### src/rtl/mbx_pkg.sv
package mbx_pkg;
    localparam int NQ         = 4;
    localparam int DW         = 32;
    localparam int NDW        = 8;
    localparam int FRAME_W    = NDW * DW;
    localparam int ADDR_W     = $clog2(NDW);
    localparam int PAGE_SHIFT = 12;
    localparam int PFN_W      = 52;
    localparam int PFN_LO_W   = 48;
    localparam int PFN_HI_W   = PFN_W - PFN_LO_W;
    localparam logic [ADDR_W-1:0] HDR_IDX = ADDR_W'(NDW - 1);

    localparam logic [2:0] MSG_OPEN  = 3'd1;
    localparam logic [2:0] MSG_CLOSE = 3'd2;

    localparam int OWNER_BIT = 31;
    localparam int DIR_BIT   = 7;

    typedef enum logic [1:0] {
        ERR_NONE    = 2'd0,
        ERR_TIMEOUT = 2'd1,
        ERR_INVAL   = 2'd2,
        ERR_PROTO   = 2'd3
    } mbx_err_e;

    typedef enum logic [2:0] {
        ST_IDLE,
        ST_RD,
        ST_CHK,
        ST_WAIT,
        ST_WR
    } mbx_state_e;

    typedef struct packed {
        logic       owner;
        logic [5:0] rsv3;
        logic       reset;
        logic [7:0] rsv2;
        logic [7:0] status;
        logic       dir;
        logic       rsv1;
        logic [2:0] ver;
        logic [2:0] mtype;
    } mbx_hdr_t;

    function automatic mbx_hdr_t make_req_hdr(input logic [2:0] mtype, input logic rst_flag);
        mbx_hdr_t h;
        h        = '0;
        h.mtype  = mtype;
        h.ver    = 3'd0;
        h.dir    = 1'b0;
        h.reset  = rst_flag;
        return h;
    endfunction
endpackage

### src/rtl/mbx_poll_timer.sv
module mbx_poll_timer #(
    parameter int MAX_POLLS   = 20000,
    parameter int WAIT_CYCLES = 1000
) (
    input  logic clk,
    input  logic rst,
    input  logic clr,
    input  logic miss,
    output logic limit_hit,
    output logic wait_done
);
    localparam int PCW = $clog2(MAX_POLLS + 1);
    localparam int WCW = $clog2(WAIT_CYCLES + 1);

    logic [PCW-1:0] poll_cnt;
    logic [WCW-1:0] wait_cnt;

    always_ff @(posedge clk) begin
        if (rst || clr) begin
            poll_cnt <= '0;
            wait_cnt <= '0;
        end else if (miss) begin
            poll_cnt <= poll_cnt + 1'b1;
            wait_cnt <= WCW'(WAIT_CYCLES - 1);
        end else if (wait_cnt != '0) begin
            wait_cnt <= wait_cnt - 1'b1;
        end
    end

    assign limit_hit = (poll_cnt == PCW'(MAX_POLLS - 1));
    assign wait_done = (wait_cnt == '0);
endmodule

### src/rtl/mbx_frame_packer.sv
module mbx_frame_packer
    import mbx_pkg::*;
(
    input  logic [NQ-1:0][63:0]  q_addr,
    input  logic [31:0]          vec,
    input  logic                 reset_flag,
    input  logic                 close_flag,
    output logic [FRAME_W-1:0]   frame,
    output logic                 args_ok
);
    logic [NQ*PFN_LO_W-1:0] lo_parts;
    logic [NQ*PFN_HI_W-1:0] hi_parts;
    logic [NQ-1:0]          aligned;
    mbx_hdr_t               hdr;

    for (genvar q = 0; q < NQ; q++) begin : g_queue
        logic [PFN_W-1:0] pfn;
        assign pfn = q_addr[q][PAGE_SHIFT +: PFN_W];
        assign lo_parts[q*PFN_LO_W +: PFN_LO_W] = pfn[PFN_LO_W-1:0];
        assign hi_parts[q*PFN_HI_W +: PFN_HI_W] = pfn[PFN_W-1:PFN_LO_W];
        assign aligned[q] = (q_addr[q][PAGE_SHIFT-1:0] == '0);
    end

    assign hdr     = make_req_hdr(close_flag ? MSG_CLOSE : MSG_OPEN, reset_flag);
    assign frame   = {hdr, vec[15:0], hi_parts, lo_parts};
    assign args_ok = (&aligned) && (vec[31:16] == 16'h0);
endmodule

### src/rtl/mbx_resp_check.sv
module mbx_resp_check
    import mbx_pkg::*;
(
    input  logic [DW-1:0] rdata,
    input  logic [2:0]    exp_type,
    input  logic [2:0]    req_ver,
    input  logic          reset_flag,
    output logic          owned_by_peer,
    output logic          reset_seen,
    output logic          reply_ok
);
    assign owned_by_peer = rdata[OWNER_BIT];
    assign reset_seen    = reset_flag && (rdata == {DW{1'b1}});
    assign reply_ok      = (rdata[2:0] == exp_type) &&
                           (rdata[5:3] <= req_ver) &&
                           rdata[DIR_BIT] &&
                           (rdata[15:8] == 8'h00);
endmodule

### src/rtl/mbx_setup_engine.sv
module mbx_setup_engine
    import mbx_pkg::*;
#(
    parameter int         MAX_POLLS   = 20000,
    parameter int         WAIT_CYCLES = 1000,
    parameter logic [2:0] REQ_VER     = 3'd0
) (
    input  logic        clk,
    input  logic        rst,
    input  logic        start,
    input  logic        close_req,
    input  logic        reset_req,
    input  logic [63:0] evq_addr,
    input  logic [63:0] cmpq_addr,
    input  logic [63:0] rxq_addr,
    input  logic [63:0] txq_addr,
    input  logic [31:0] irq_vec,
    output logic        mb_rd,
    output logic        mb_wr,
    output logic [2:0]  mb_addr,
    output logic [31:0] mb_wdata,
    input  logic [31:0] mb_rdata,
    output logic        busy,
    output logic        done,
    output logic [1:0]  err
);
    mbx_state_e             state;
    logic                   post_q;
    logic [ADDR_W-1:0]      idx_q;
    logic                   done_q;
    mbx_err_e               err_q;
    logic [NQ-1:0][63:0]    addr_q;
    logic [31:0]            vec_q;
    logic                   close_q;
    logic                   reset_q;

    logic [FRAME_W-1:0]     frame;
    logic                   args_ok;
    logic                   owned;
    logic                   reset_seen;
    logic                   reply_ok;
    logic                   limit_hit;
    logic                   wait_done;
    logic                   tmr_clr;
    logic                   tmr_miss;
    logic                   accept;

    assign accept = (state == ST_IDLE) && start;

    mbx_frame_packer u_pack (
        .q_addr     (addr_q),
        .vec        (vec_q),
        .reset_flag (reset_q),
        .close_flag (close_q),
        .frame      (frame),
        .args_ok    (args_ok)
    );

    mbx_resp_check u_resp (
        .rdata         (mb_rdata),
        .exp_type      (close_q ? MSG_CLOSE : MSG_OPEN),
        .req_ver       (REQ_VER),
        .reset_flag    (reset_q),
        .owned_by_peer (owned),
        .reset_seen    (reset_seen),
        .reply_ok      (reply_ok)
    );

    assign tmr_clr  = accept || (state == ST_WR);
    assign tmr_miss = (state == ST_CHK) && owned && !limit_hit &&
                      !(post_q && reset_seen);

    mbx_poll_timer #(
        .MAX_POLLS   (MAX_POLLS),
        .WAIT_CYCLES (WAIT_CYCLES)
    ) u_tmr (
        .clk       (clk),
        .rst       (rst),
        .clr       (tmr_clr),
        .miss      (tmr_miss),
        .limit_hit (limit_hit),
        .wait_done (wait_done)
    );

    always_ff @(posedge clk) begin
        if (rst) begin
            state   <= ST_IDLE;
            post_q  <= 1'b0;
            idx_q   <= '0;
            done_q  <= 1'b0;
            err_q   <= ERR_NONE;
            addr_q  <= '0;
            vec_q   <= '0;
            close_q <= 1'b0;
            reset_q <= 1'b0;
        end else begin
            unique case (state)
                ST_IDLE: begin
                    if (start) begin
                        addr_q  <= {txq_addr, rxq_addr, cmpq_addr, evq_addr};
                        vec_q   <= irq_vec;
                        close_q <= close_req;
                        reset_q <= reset_req;
                        done_q  <= 1'b0;
                        err_q   <= ERR_NONE;
                        post_q  <= 1'b0;
                        state   <= ST_RD;
                    end
                end
                ST_RD: state <= ST_CHK;
                ST_CHK: begin
                    if (post_q && reset_seen) begin
                        state  <= ST_IDLE;
                        done_q <= 1'b1;
                        err_q  <= ERR_NONE;
                    end else if (owned) begin
                        if (limit_hit) begin
                            state  <= ST_IDLE;
                            done_q <= 1'b1;
                            err_q  <= ERR_TIMEOUT;
                        end else begin
                            state <= ST_WAIT;
                        end
                    end else if (post_q) begin
                        state  <= ST_IDLE;
                        done_q <= 1'b1;
                        err_q  <= reply_ok ? ERR_NONE : ERR_PROTO;
                    end else if (!close_q && !args_ok) begin
                        state  <= ST_IDLE;
                        done_q <= 1'b1;
                        err_q  <= ERR_INVAL;
                    end else begin
                        idx_q <= close_q ? HDR_IDX : '0;
                        state <= ST_WR;
                    end
                end
                ST_WAIT: if (wait_done) state <= ST_RD;
                ST_WR: begin
                    if (idx_q == HDR_IDX) begin
                        post_q <= 1'b1;
                        state  <= ST_RD;
                    end else begin
                        idx_q <= idx_q + 1'b1;
                    end
                end
                default: state <= ST_IDLE;
            endcase
        end
    end

    assign mb_rd    = (state == ST_RD);
    assign mb_wr    = (state == ST_WR);
    assign mb_addr  = (state == ST_WR) ? idx_q : HDR_IDX;
    assign mb_wdata = frame[DW*int'(idx_q) +: DW];
    assign busy     = (state != ST_IDLE);
    assign done     = done_q;
    assign err      = err_q;
endmodule

### config.mk
export PLATFORM = sky130hd
export DESIGN_NAME = mbx_setup_engine
export DESIGN_NICKNAME = d
export VERILOG_FILES = /design/src/rtl/mbx_pkg.sv /design/src/rtl/mbx_poll_timer.sv /design/src/rtl/mbx_frame_packer.sv /design/src/rtl/mbx_resp_check.sv /design/src/rtl/mbx_setup_engine.sv
export SDC_FILE = /design/constraint.sdc
export NUM_CORES = 1
export LEC_CHECK = 0
export ABC_AREA = 1
export BUFFER_PORTS_ARGS = -buffer_cell sky130_fd_sc_hd__buf_2
export CORE_MARGIN = 1.5
export CORE_UTILIZATION = 50
export CTS_CLUSTER_SIZE = 28
export DETAILED_ROUTE_END_ITERATION = 16
export PLACE_DENSITY = 0.7
export SETUP_SLACK_MARGIN = 0.5
export SLEW_MARGIN = 40
export SYNTH_ARGS = -nofsm -noshare
export SYNTH_HDL_FRONTEND = slang
export SYNTH_HIERARCHICAL = 1
export SYNTH_SLANG_ARGS = --single-unit
### constraint.sdc
create_clock -name clk -period 5.3 [get_ports clk]
set_input_delay 1.06 -clock clk [delete_from_list [all_inputs] [get_ports clk]]
set_output_delay 1.06 -clock clk [all_outputs]
set_load 0.02 [all_outputs]
==> flow_summary.ini <==
[sta]
clock_skew_ps = 15.1
slew_headroom = 0.432
period_share = 0.783
rsz0062_at_grt = false
hold_viol_final = 0
max_freq_ghz = 0.241
tns_ps = 0
setup_violations = 0
worst_slack_ps = 1150
tightest_slew_ps = 852
period_needed_ps = 4150
slew_viol_final = 0

[drt]
viasPerCell = 5.26
drtIter0Drc = 1505
via_count = 15500
postRouteAntennaNets = 0
firstDrtPassIters = 5
drt-total-wl_um = 53900
drc_errors = 0
routedWlPerCell_um = 18.3

[layout]
syn_to_final_growth_pct = 6.98
final_cell_mix = nand2_1 (786), buf_2 (364), dfxtp_1 (323)
drive_gt1_frac = 0.189
layout_commonest_cell = nand2_1
nNetsFinal = 2793
n_fill_cell = 3294

[clock_tree]
cts_max_level = 2
ctsResizeCount = 0
cts_buffers = 38
cts_setup_buffers = 0
cts-root-buf = clkbuf_16
cts_tree = done
cts_hold_buffers = 0
cts.path.max_buffers = 3
cts_sinks = 325
clkTransAtPathRegs_ps = 60
clock_latency_ps = 530

[worst_setup_path]
cp-end-kind = primary output
critPathRequiredTime_ps = 4240
crit_path_max_fanout = 77
crit_type = flop to primary output
startpoint_type = flop
critPathArrivalTime_ps = 3090

[floorplanning]
fp.dieW_um = 186
num_rows = 66
start_util = 0.510
io_pins = 366
die_area_sq_um = 34500
coreArea_sq_um = 32700
die_h_um = 186

[yosys]
ys_ff_latch = 325
syn-mean-instance-area_sq_um = 6.90
synthFlopType = dfxtp_1
syn_inst = 2417
yosys_warnings = 6
synth_edf_count = 0
yosysSeqAreaShare = 0.390
syn-cell-area_sq_um = 16700
ys_async_sr_fraction = 0
yosysUniqueCellTypes = 37

[global_routing]
grt.overflow.total = 0
grt_pass1_vias = 14251
grt.total_usage = 0.303
antenna_found_initial = 25
grt_pass1_wl_um = 79700
grt_max_degree = 207

[worst_hold_path]
min_path_type = flop to flop

[place]
gp_congestion = 0.896
io_buffers = 365
place_hpwl_um = 38500
place_ws_ps = 1770

[pwr]
power_density_nw_per_um2 = 443
peakVddDrop_uv = 256
p_leak_nw = 7.85

[run_status]
status = finished clean

[job]
cap_violations = 0
-- logic make-up after synthesis --
group                      after synthesis  synth area share
AOI/OAI and AO/OA                      527             0.166
xor gates and xnor gates                 1          0.000525
adders and majority gates                7           0.00525
buffers and inverters                  491             0.187
DFF                                    325             0.390
other                                    2          0.000450
and+or+nand+nor                       1064             0.251
-- layer usage --
layer | GRT usage | share of wire | up-vias
li1 | - | - | 7569
met1 | 0.384 | 0.41 | 7093
met2 | 0.472 | 0.44 | 682
met3 | 0.0953 | 0.11 | 130
met4 | 0.136 | 0.044 | 26
met5 | 0 | 0.0029 | -
-- layout make-up --
type                    count  area [sq um]  share of cell area
clock buffers              56          1130              0.0635
multi-input cells        1633          7180               0.402
flip-flops and latches    325          6510               0.365
clock inverters            14           154             0.00862
inverters                  87           347              0.0194
diodes                     11          27.5             0.00154
repair buffers            376          1940               0.109
well taps                 442           553              0.0310
-- stage by stage --
stage	cells	area (sq um)	total power, mW	hold WS [ps]	util
floorplan	2449	16800	5.02	443	-
global placement	2863	16500	5.18	449	0.505
detailed placement	2863	16500	5.23	453	0.505
CTS	2933	17800	7.90	462	0.545
global route	2935	17800	8.31	476	0.545
finish	2944	17800	7.90	460	0.546
-- report_power, final --
| group | internal, mW | switching, mW | leakage, nW | total (mW) |
|---|---|---|---|---|
| logic | 0.672 | 1.45 | 4.55 | 2.13 |
| clock network | 1.63 | 1.06 | 0.632 | 2.69 |
| registers | 2.83 | 0.259 | 2.66 | 3.08 |
-- cells in the mapped netlist (6+ instances only) --
| master | count | area, sq um |
|---|---|---|
| buf_4 | 259 | 1940 |
| clkbuf_1 | 55 | 206 |
| buf_1 | 15 | 56.3 |
| nand2_1 | 786 | 2950 |
| nand3_1 | 25 | 125 |
| a21oi_1 | 305 | 1530 |
| o22ai_1 | 64 | 400 |
| buf_2 | 44 | 220 |
| ha_1 | 7 | 87.6 |
| nor2_1 | 214 | 803 |
| o21ai_0 | 144 | 721 |
| dfxtp_1 | 325 | 6510 |
| nor2_4 | 6 | 67.6 |
| nand4_1 | 11 | 68.8 |
| a21oi_2 | 8 | 70.1 |
| inv_1 | 84 | 315 |
| buf_6 | 28 | 315 |
-- worst max-delay path: stages (launching register included) --
cell     delay (ps)
dfxtp_4         840
buf_4           640
o21ai_0         320
o22ai_1         240
nand2_1         130
nand2_1         140
buf_2           180
-- state kept, by name, indices dropped and copies added (netlist names) --
| register | flops |
|---|---|
| vec_q | 32 |
| err | 2 |
| addr_q | 256 |
| post_q | 1 |
| close_q | 1 |
| u_tmr/wait_cnt | 10 |
| reset_q | 1 |
| state | 3 |
| u_tmr/poll_cnt | 15 |
| done | 1 |
| idx_q | 3 |
-- worst paths after layout --
check / end / slack (ps) / from / cells past startpoint
worst max-delay path: mb_wdata[22] / 1150 / idx_q[0]$_SDFFE_PP0P_ / 6
worst min register to register: addr_q[254]$_SDFFE_PP0P_ / 460 / addr_q[254]$_SDFFE_PP0P_ / 2
worst max register to register: idx_q[0]$_SDFFE_PP0P_ / 2620 / idx_q[0]$_SDFFE_PP0P_ / 8
worst min-delay path: addr_q[254]$_SDFFE_PP0P_ / 460 / addr_q[254]$_SDFFE_PP0P_ / 2
Note: power is estimated with default switching activity, not from simulation.
